**config.mk**
```make
export PLATFORM = sky130hd
export DESIGN_NAME = codec_sport
export DESIGN_NICKNAME = d
export VERILOG_FILES = /design/src/rtl/sport_pkg.sv /design/src/rtl/sport_clkgen.sv /design/src/rtl/sport_regbank.sv /design/src/rtl/sport_shifter.sv /design/src/rtl/codec_sport.sv
export SDC_FILE = /design/constraint.sdc
export NUM_CORES = 1
export LEC_CHECK = 0
export BUFFER_PORTS_ARGS = -buffer_cell sky130_fd_sc_hd__buf_4
export CORE_MARGIN = 2
export CORE_UTILIZATION = 35
export CTS_CLUSTER_DIAMETER = 120
export DETAILED_ROUTE_END_ITERATION = 8
export GPL_TIMING_DRIVEN = 0
export MAX_ROUTING_LAYER = met4
export SYNTH_ARGS = -nofsm -noshare
export SYNTH_HDL_FRONTEND = slang
export SYNTH_SLANG_ARGS = --single-unit
```
**constraint.sdc**
```tcl
create_clock -name clk -period 1.9 [get_ports clk]
set_input_delay 0.38 -clock clk [delete_from_list [all_inputs] [get_ports clk]]
set_output_delay 0.38 -clock clk [all_outputs]
set_load 0.03 [all_outputs]
```
**src/rtl/sport_pkg.sv**
```systemverilog
package sport_pkg;

  typedef enum logic [1:0] {
    MODE_PROG  = 2'd0,
    MODE_DATA  = 2'd1,
    MODE_MIXED = 2'd2
  } port_mode_t;

  // bit 0 clear -> program; bit 0 set -> data unless bit 1 also set
  function automatic port_mode_t mode_of(input logic [1:0] sel);
    if (!sel[0])
      return MODE_PROG;
    else if (sel[1])
      return MODE_MIXED;
    else
      return MODE_DATA;
  endfunction

endpackage

```
**src/rtl/sport_clkgen.sv**
```systemverilog
module sport_clkgen #(
  parameter int MDIV_MAX     = 5,
  parameter int SDIV_LOG_MAX = 3,
  localparam int MCNT_W = $clog2(MDIV_MAX + 1),
  localparam int SSEL_W = $clog2(SDIV_LOG_MAX + 1),
  localparam int SCNT_W = (SDIV_LOG_MAX < 1) ? 1 : SDIV_LOG_MAX
) (
  input  logic              clk,
  input  logic              rst,
  input  logic [MCNT_W-1:0] mcode,
  input  logic [SSEL_W-1:0] scode,
  output logic              tick
);

  logic [MCNT_W-1:0] dm_cnt;
  logic [SCNT_W-1:0] sc_cnt;
  logic [MCNT_W-1:0] mdiv_m1;
  logic [SCNT_W:0]   sdiv_n;
  logic [SCNT_W-1:0] sdiv_m1;
  logic              dm_wrap, sc_wrap;

  always_comb begin
    mdiv_m1 = (mcode < MCNT_W'(MDIV_MAX)) ? mcode : '0;
    sdiv_n  = (SCNT_W + 1)'(1) << scode;
    sdiv_m1 = SCNT_W'(sdiv_n - 1'b1);
    // >= keeps the counters bounded when a smaller ratio is written mid-count
    dm_wrap = (dm_cnt >= mdiv_m1);
    sc_wrap = (sc_cnt >= sdiv_m1);
  end

  always_ff @(posedge clk) begin
    if (rst) begin
      dm_cnt <= '0;
      sc_cnt <= '0;
      tick   <= 1'b0;
    end else begin
      tick <= dm_wrap && sc_wrap;
      if (dm_wrap) begin
        dm_cnt <= '0;
        sc_cnt <= sc_wrap ? '0 : sc_cnt + 1'b1;
      end else begin
        dm_cnt <= dm_cnt + 1'b1;
      end
    end
  end

endmodule

```
**src/rtl/sport_regbank.sv**
```systemverilog
module sport_regbank #(
  parameter int NREG  = 8,
  parameter int REG_W = 8,
  localparam int AW = $clog2(NREG)
) (
  input  logic             clk,
  input  logic             rst,
  input  logic             wr_en,
  input  logic [AW-1:0]    wr_addr,
  input  logic [REG_W-1:0] wr_data,
  input  logic             rd_en,
  input  logic [AW-1:0]    rd_addr,
  output logic [REG_W-1:0] rd_data,
  output logic [REG_W-1:0] cfg_a,
  output logic [REG_W-1:0] cfg_b
);

  logic [REG_W-1:0] regs [NREG];

  always_ff @(posedge clk) begin
    if (rst) begin
      for (int i = 0; i < NREG; i++) regs[i] <= '0;
      rd_data <= '0;
    end else begin
      if (wr_en) regs[wr_addr] <= wr_data;
      if (rd_en) rd_data <= regs[rd_addr];
    end
  end

  assign cfg_a = regs[0];
  assign cfg_b = regs[1];

endmodule

```
**src/rtl/sport_shifter.sv**
```systemverilog
module sport_shifter #(
  parameter int WORD_W = 16,
  localparam int CW = $clog2(WORD_W + 1)
) (
  input  logic              clk,
  input  logic              rst,
  input  logic              tick,
  input  logic              load,
  input  logic [WORD_W-1:0] load_word,
  input  logic              sdi,
  input  logic              sdifs,
  output logic              sdo,
  output logic              sdofs,
  output logic              rx_done,
  output logic [WORD_W-1:0] rx_word
);

  logic [WORD_W-1:0] sreg;
  logic [CW-1:0]     cnt;
  logic              active, tx_pend, rx_flag;

  always_ff @(posedge clk) begin
    if (rst) begin
      sreg    <= '0;
      cnt     <= '0;
      active  <= 1'b0;
      tx_pend <= 1'b0;
      rx_flag <= 1'b0;
      sdo     <= 1'b0;
      sdofs   <= 1'b0;
      rx_done <= 1'b0;
    end else begin
      rx_done <= 1'b0;
      if (load) begin
        // sample event owns the shared register; any partial word is lost
        sreg    <= load_word;
        tx_pend <= 1'b1;
        active  <= 1'b0;
        rx_flag <= 1'b0;
        cnt     <= '0;
        sdo     <= 1'b0;
        sdofs   <= 1'b0;
      end else if (tick) begin
        if (active || tx_pend || sdifs) begin
          sdo  <= sreg[WORD_W-1];
          sreg <= {sreg[WORD_W-2:0], sdi};
          if (!active) begin
            active  <= 1'b1;
            cnt     <= CW'(1);
            sdofs   <= tx_pend;
            tx_pend <= 1'b0;
            rx_flag <= sdifs;
          end else begin
            sdofs <= 1'b0;
            cnt   <= cnt + 1'b1;
            if (cnt == CW'(WORD_W - 1)) begin
              active  <= 1'b0;
              rx_done <= rx_flag;
            end
          end
        end else begin
          sdo   <= 1'b0;
          sdofs <= 1'b0;
        end
      end
    end
  end

  assign rx_word = sreg;

endmodule

```
**src/rtl/codec_sport.sv**
```systemverilog
module codec_sport
  import sport_pkg::*;
#(
  parameter int WORD_W       = 16,
  parameter int NREG         = 8,
  parameter int REG_W        = 8,
  parameter int MDIV_MAX     = 5,
  parameter int SDIV_LOG_MAX = 3
) (
  input  logic              clk,
  input  logic              rst,
  input  logic              smp_evt,
  input  logic [WORD_W-1:0] smp_word,
  input  logic              sdi,
  input  logic              sdifs,
  output logic              bit_tick,
  output logic              sdo,
  output logic              sdofs
);

  localparam int AW        = $clog2(NREG);
  localparam int MCNT_W    = $clog2(MDIV_MAX + 1);
  localparam int SSEL_W    = $clog2(SDIV_LOG_MAX + 1);
  localparam int REPLY_PAD = WORD_W - 2 - AW - REG_W;
  localparam int ADDR_MSB  = WORD_W - 3;

  logic [REG_W-1:0]  cfg_a, cfg_b, rd_data;
  logic [WORD_W-1:0] rx_word, load_word;
  logic              rx_done, is_ctl, wr_en, rd_en;
  logic              reply_pend;
  logic [AW-1:0]     reply_addr;
  port_mode_t        mode;

  assign mode   = mode_of(cfg_a[1:0]);
  assign is_ctl = rx_done && (mode != MODE_DATA) && rx_word[WORD_W-1];
  assign wr_en  = is_ctl && !rx_word[WORD_W-2];
  assign rd_en  = is_ctl &&  rx_word[WORD_W-2];

  sport_clkgen #(
    .MDIV_MAX     (MDIV_MAX),
    .SDIV_LOG_MAX (SDIV_LOG_MAX)
  ) clkgen_i (
    .clk   (clk),
    .rst   (rst),
    .mcode (cfg_b[MCNT_W-1:0]),
    .scode (cfg_b[MCNT_W+SSEL_W-1:MCNT_W]),
    .tick  (bit_tick)
  );

  sport_regbank #(
    .NREG  (NREG),
    .REG_W (REG_W)
  ) regs_i (
    .clk     (clk),
    .rst     (rst),
    .wr_en   (wr_en),
    .wr_addr (rx_word[ADDR_MSB -: AW]),
    .wr_data (rx_word[REG_W-1:0]),
    .rd_en   (rd_en),
    .rd_addr (rx_word[ADDR_MSB -: AW]),
    .rd_data (rd_data),
    .cfg_a   (cfg_a),
    .cfg_b   (cfg_b)
  );

  // a read answer waits for the next self-initiated frame
  always_ff @(posedge clk) begin
    if (rst) begin
      reply_pend <= 1'b0;
      reply_addr <= '0;
    end else if (smp_evt) begin
      reply_pend <= 1'b0;
    end else if (rd_en) begin
      reply_pend <= 1'b1;
      reply_addr <= rx_word[ADDR_MSB -: AW];
    end
  end

  always_comb begin
    if (reply_pend && mode != MODE_DATA)
      load_word = {2'b11, reply_addr, {REPLY_PAD{1'b0}}, rd_data};
    else begin
      unique case (mode)
        MODE_DATA:  load_word = smp_word;
        MODE_MIXED: load_word = {1'b0, smp_word[WORD_W-1:1]};
        default:    load_word = '0;
      endcase
    end
  end

  sport_shifter #(
    .WORD_W (WORD_W)
  ) shift_i (
    .clk       (clk),
    .rst       (rst),
    .tick      (bit_tick),
    .load      (smp_evt),
    .load_word (load_word),
    .sdi       (sdi),
    .sdifs     (sdifs),
    .sdo       (sdo),
    .sdofs     (sdofs),
    .rx_done   (rx_done),
    .rx_word   (rx_word)
  );

  logic unused_cfg_bits;
  assign unused_cfg_bits = ^{cfg_a[REG_W-1:2], cfg_b[REG_W-1:MCNT_W+SSEL_W],
                             rx_word[ADDR_MSB-AW -: REPLY_PAD]};

endmodule

```
## Yosys cells after proc, flatten, opt, wreduce, memory -nomap -nowiden

Memories as Yosys holds them, arrays and structs flattened. A register that Yosys moved wholly into a read port is not among the register bits.
Index checks and enable logic that the tools add are counted.
Widths: inputs -> output; s select.

- Add/subtract/negate cells: 4
- $lt $le $gt $ge: 3
- Equality and inequality tests: 5
- Shift-type cells: 1
- Muxes and demuxes: 27
- Bitwise logic cells: 5
- Reduce and logical (&&, ||, !) cells: 20

Operators by type and width:

| kind | number |
|---|---|
| $mux 16 | 4 |
| $pmux 16 s2 | 1 |
| $mux 1 | 15 |
| $mux 3 | 3 |
| $mux 8 | 1 |
| $reduce_or 8->1 | 1 |
| $add 3x1->3 const B | 2 |
| $ge 3x3->1 | 2 |
| $logic_and 1x1->1 | 6 |
| $reduce_and 2->1 | 3 |
| $reduce_and 3->1 | 2 |
| $reduce_or 6->1 | 1 |
| $add 5x1->5 const B | 1 |
| $eq 5x4->1 const B | 1 |
| $mux 5 | 1 |
| $not 1->1 | 5 |
| $mux 2 | 2 |
| $reduce_bool 2->1 | 2 |
| $reduce_or 2->1 | 2 |
| $lt 3x3->1 const B | 1 |
| $shl 1x2->3 const A | 1 |
| $sub 3x1->3 const B | 1 |
| $eq 2x1->1 const B | 1 |
| $eq 2x2->1 const B | 1 |
| 4 further kinds | 5 |

- Flip-flop bits (word level): 38
- Bits in writable memories: 64
- Bits of input ports: 21
- Output and inout bits: 3
- Logic and storage cells: 79
- Memories: 1

Memory list:

| memory | words | width | read ports | clocked after memory_dff | wr ports | line | text |
|---|---|---|---|---|---|---|---|
| regs_i.regs | 8 | 8 | 3 | 1 | 8 | sport_regbank.sv:18 | `logic [REG_W-1:0] regs [NREG];` |

## Longest topological paths before layout

- Word-level depth: 11
- Mapped depth: 7
- Mapped depth without buffers: 7

## Modules after synthesis

Synthesis repeated with hierarchy kept, for this count alone.

- Cell total of the unflattened synthesis: 484
- Area, all modules: 5606.6 um^2

Modules (own cells, without submodules):

| module | times used | cells an instance | area an instance (um^2) |
|---|---|---|---|
| sport_regbank | 1 | 233 | 3279.4 |
| sport_shifter | 1 | 144 | 1396.3 |
| codec_sport | 1 | 60 | 503.0 |
| sport_clkgen | 1 | 47 | 427.9 |

## Least setup slack after synthesis

No wires, ideal clock.

- Kind: input -> register
- Start: in rst
- End: mem regs_i.regs[7][0], enable pin
- Setup time: 0.329 ns
- Arrival: 1.410 ns
- Setup slack: 0.160 ns
- Stages on the path: 5
- Buffers on the path: 1
- Cells stage by stage: clkbuf_1 nor2_2 nand4_2 nor2_2 or2_1

RTL lines:

| element | line | text |
|---|---|---|
| start: declaration | codec_sport.sv:11 | `input logic rst,` |
| end: declaration | sport_regbank.sv:18 |  |

==> metrics <==
max-slew violation count=0; endpoints failing hold=0; GR Util met3=2.30%; final non-filler cell area=a little over 6000 sq um; most frequent cells in the layout=66 x and2_1, 64 x edfxtp_1, 46 x dfxtp_1; share of cells above drive strength 1=between 10% and 20%; M1 GR Usage=22.9%; Num CTS Buffers=9; number of synthesized flops with an enable pin=64; Crit path largest cell delay=about 550 ps; max-cap violation count=0; root buffer cell=clkbuf_16; placed cells=approximately 670; detailed placer's ending HPWL=between 9000 and 10000 microns; Period Utilization, post-route=95.8%; vias in the first global route=roughly 3800; via count=about 3700; flops & latches, synth=between 100 and 150; Port Buffer Count=22; CP Capture Type=flip-flop; syn_nets=roughly 500; predominant post-synthesis flop cell=edfxtp_1; DR iter-0 viols=210; clk_skew=~7.5 ps; PD cells=~840 nW/um^2; nets=530; first-pass GRT wire length=20900 microns; largest net degree at the start of global routing=17; type of the most critical hold path=input pin to flip-flop; grt ovf=0; slowest CP cell=edfxtp_1; Yosys top cell by area=edfxtp_1; antenna violations before repair=0; crit path DAT=about 1900 ps; Layout Utilization=approximately 41%; clk buf depth=2; Worst-path clk slew=around 70 ps; DR pass1 iterations=4; Chip Width=128 microns; family with the most delay on the worst path=simple AND/OR/NAND/NOR gates; Tightest Pin Transition=618 ps; CP bufs+invs=0; post-synthesis sequential area ratio=52.8%; main area contributors after synthesis=edfxtp_1 36%, dfxtp_1 17%, and2_1 7.7%; met2 usage=~27%; Die Span Y=between 100 and 150 microns; # diodes=0; Initial Util=approximately 36%; syn avg cell area=between 10 and 15 sq um; Distinct cells, synth=a little under 60; final setup TNS=0 ps; total power=between 0.005 and 0.006 W; relative slew slack=between 50% and 60%; clock sinks=110; CP required=between 1500 and 2000 ps; Layout area overhead=15.4%; final wirelength=13200 microns; Tot GR Track Use=roughly 18%; mapped cell area=around 5400 sq um; ANT nets after route=0; die area=about 16000 sq um; YS warnings=0; Final Critical Period=about 1800 ps; Pleak=2.25 nW; cell row count=45; worst vdd ir=about 0.44 mV; Synth Instances=462; FMAX=~550 MHz; worst-path cell chain=nand2b_4, nand4b_4, nor2_4, or2_4; routed wire length per instance=around 19 microns; non-filler cells, final=around 690; post-detailed-route DRC marker count=0; core area=approximately 15000 sq um; setup violators final=0; Routability Congestion=approximately 0.96; Clk Latency, worst-skew pair=roughly 350 ps; Synth top area share=approximately 36%; Clock H-tree levels=3; type of the worst setup path=flip-flop to flip-flop; status=complete, no violations; CTS tree=done; commonest non-fill, non-tap cell in the layout=and2_1; GR peak layer=met2; Via-to-Cell Ratio=between 5 and 6; RSZ-0062 raised after global routing=yes; # IOs=24; CP Launch Type=flip-flop; CP Max Fanout=9; DP Area=~5800 sq um; Async S/R FF share, synth=0%
[area by class of cell]
cell class | count | area (sq um)
clock inverters | 3 | 40.0
repair buffers | 26 | 195
inverters | 15 | 56.3
well taps | 188 | 235
multi-input cells | 311 | 2390
fillers | 1429 | 8880
flip-flops and latches | 110 | 2840
plain buffers | 26 | 175
clock buffers | 13 | 280
[through the flow]
stage	setup WS (ps)	hold WS (ps)
after global placement	-330	448
final	79.9	317
after detailed placement	-367	452
after CTS	-10.1	315
after floorplan	161	427
after global routing	-21.5	337
[Yosys cell counts, types with 3 or more instances]
library cell and count:
a311oi_1 12, clkbuf_1 10, inv_1 14, nor2_1 25, nand2b_1 6, or2_1 8, a22oi_1 8, mux4_2 6
buf_4 7, nor2b_1 5, a21oi_1 15, edfxtp_1 64, buf_6 4, a221oi_1 10, nand2_1 34, and2_1 66
buf_2 4, a22o_1 10, o22ai_1 3, mux4_1 4, o21ai_0 3, nand3_1 4, nor2_2 7, ha_1 10
mux2i_1 14, a31oi_1 3, nor3_1 10, dfxtp_1 46, a221oi_2 3, o31a_1 3, and3_1 3, a211oi_1 7
o22a_1 3
[power breakdown]
group,switching (W),total (W),internal (W)
registers,0.0000811,0.00268,0.00260
logic,0.000306,0.000530,0.000224
clock network,0.000836,0.00200,0.00116
total,0.00122,0.00521,0.00399
[worst min-delay path, cell delays in order]
cell and delay, ps:
buf_4 110, nand2_1 50, a311oi_1 70
[metal layers]
metal | part of all wire, % | vias to the layer above
met2 | 49 | 95
li1 | - | 1786
met4 | 2.5 | 0
met5 | 0 | -
met1 | 45 | 1845
met3 | 4.3 | 21
[path summary, 6_finish.rpt]
check / startpoint / end / slack [ps] / depth (start not counted)
hold / removal: sdi / shift_i.rx_word[0] / 320 / 3
hold reg to reg: shift_i.rx_flag / shift_i.rx_done / 460 / 2
setup / recovery: regs_i.regs[0][0] / regs_i.regs[4][5] / 80 / 4
setup reg to reg: regs_i.regs[0][0] / regs_i.regs[4][5] / 80 / 4
[state kept, by name (all words and copies together), names as in the netlist]
name / count
shift_i.rx_flag: 1
shift_i.active: 1
shift_i.rx_done: 1
shift_i.sdofs: 1
reply_addr: 3
shift_i.cnt: 5
clkgen_i.dm_cnt: 3
clkgen_i.sc_cnt: 3
reply_pend: 1
shift_i.rx_word: 16
regs_i.regs: 64
shift_i.sdo: 1
regs_i.rd_data: 8
shift_i.tx_pend: 1
clkgen_i.tick: 1
[timing repair]
item                                    CTS  global route
setup buffers                             1             3
endpoints found under the setup margin   66            27
pin swaps                                 1             2
hold buffers                              0             0
resized for setup                        14             4
[cell families after synthesis]
| family | synth area share, % |
|---|---|
| AOI/OAI and AO/OA | 13.3 |
| xor gates and xnor gates | 0.163 |
| adders and majority gates | 2.32 |
| buffers and inverters | 4.30 |
| DFF | 52.8 |
| muxes | 7.48 |
| and+or+nand+nor | 19.6 |
No activity file was read; power rests on OpenSTA's default activity.
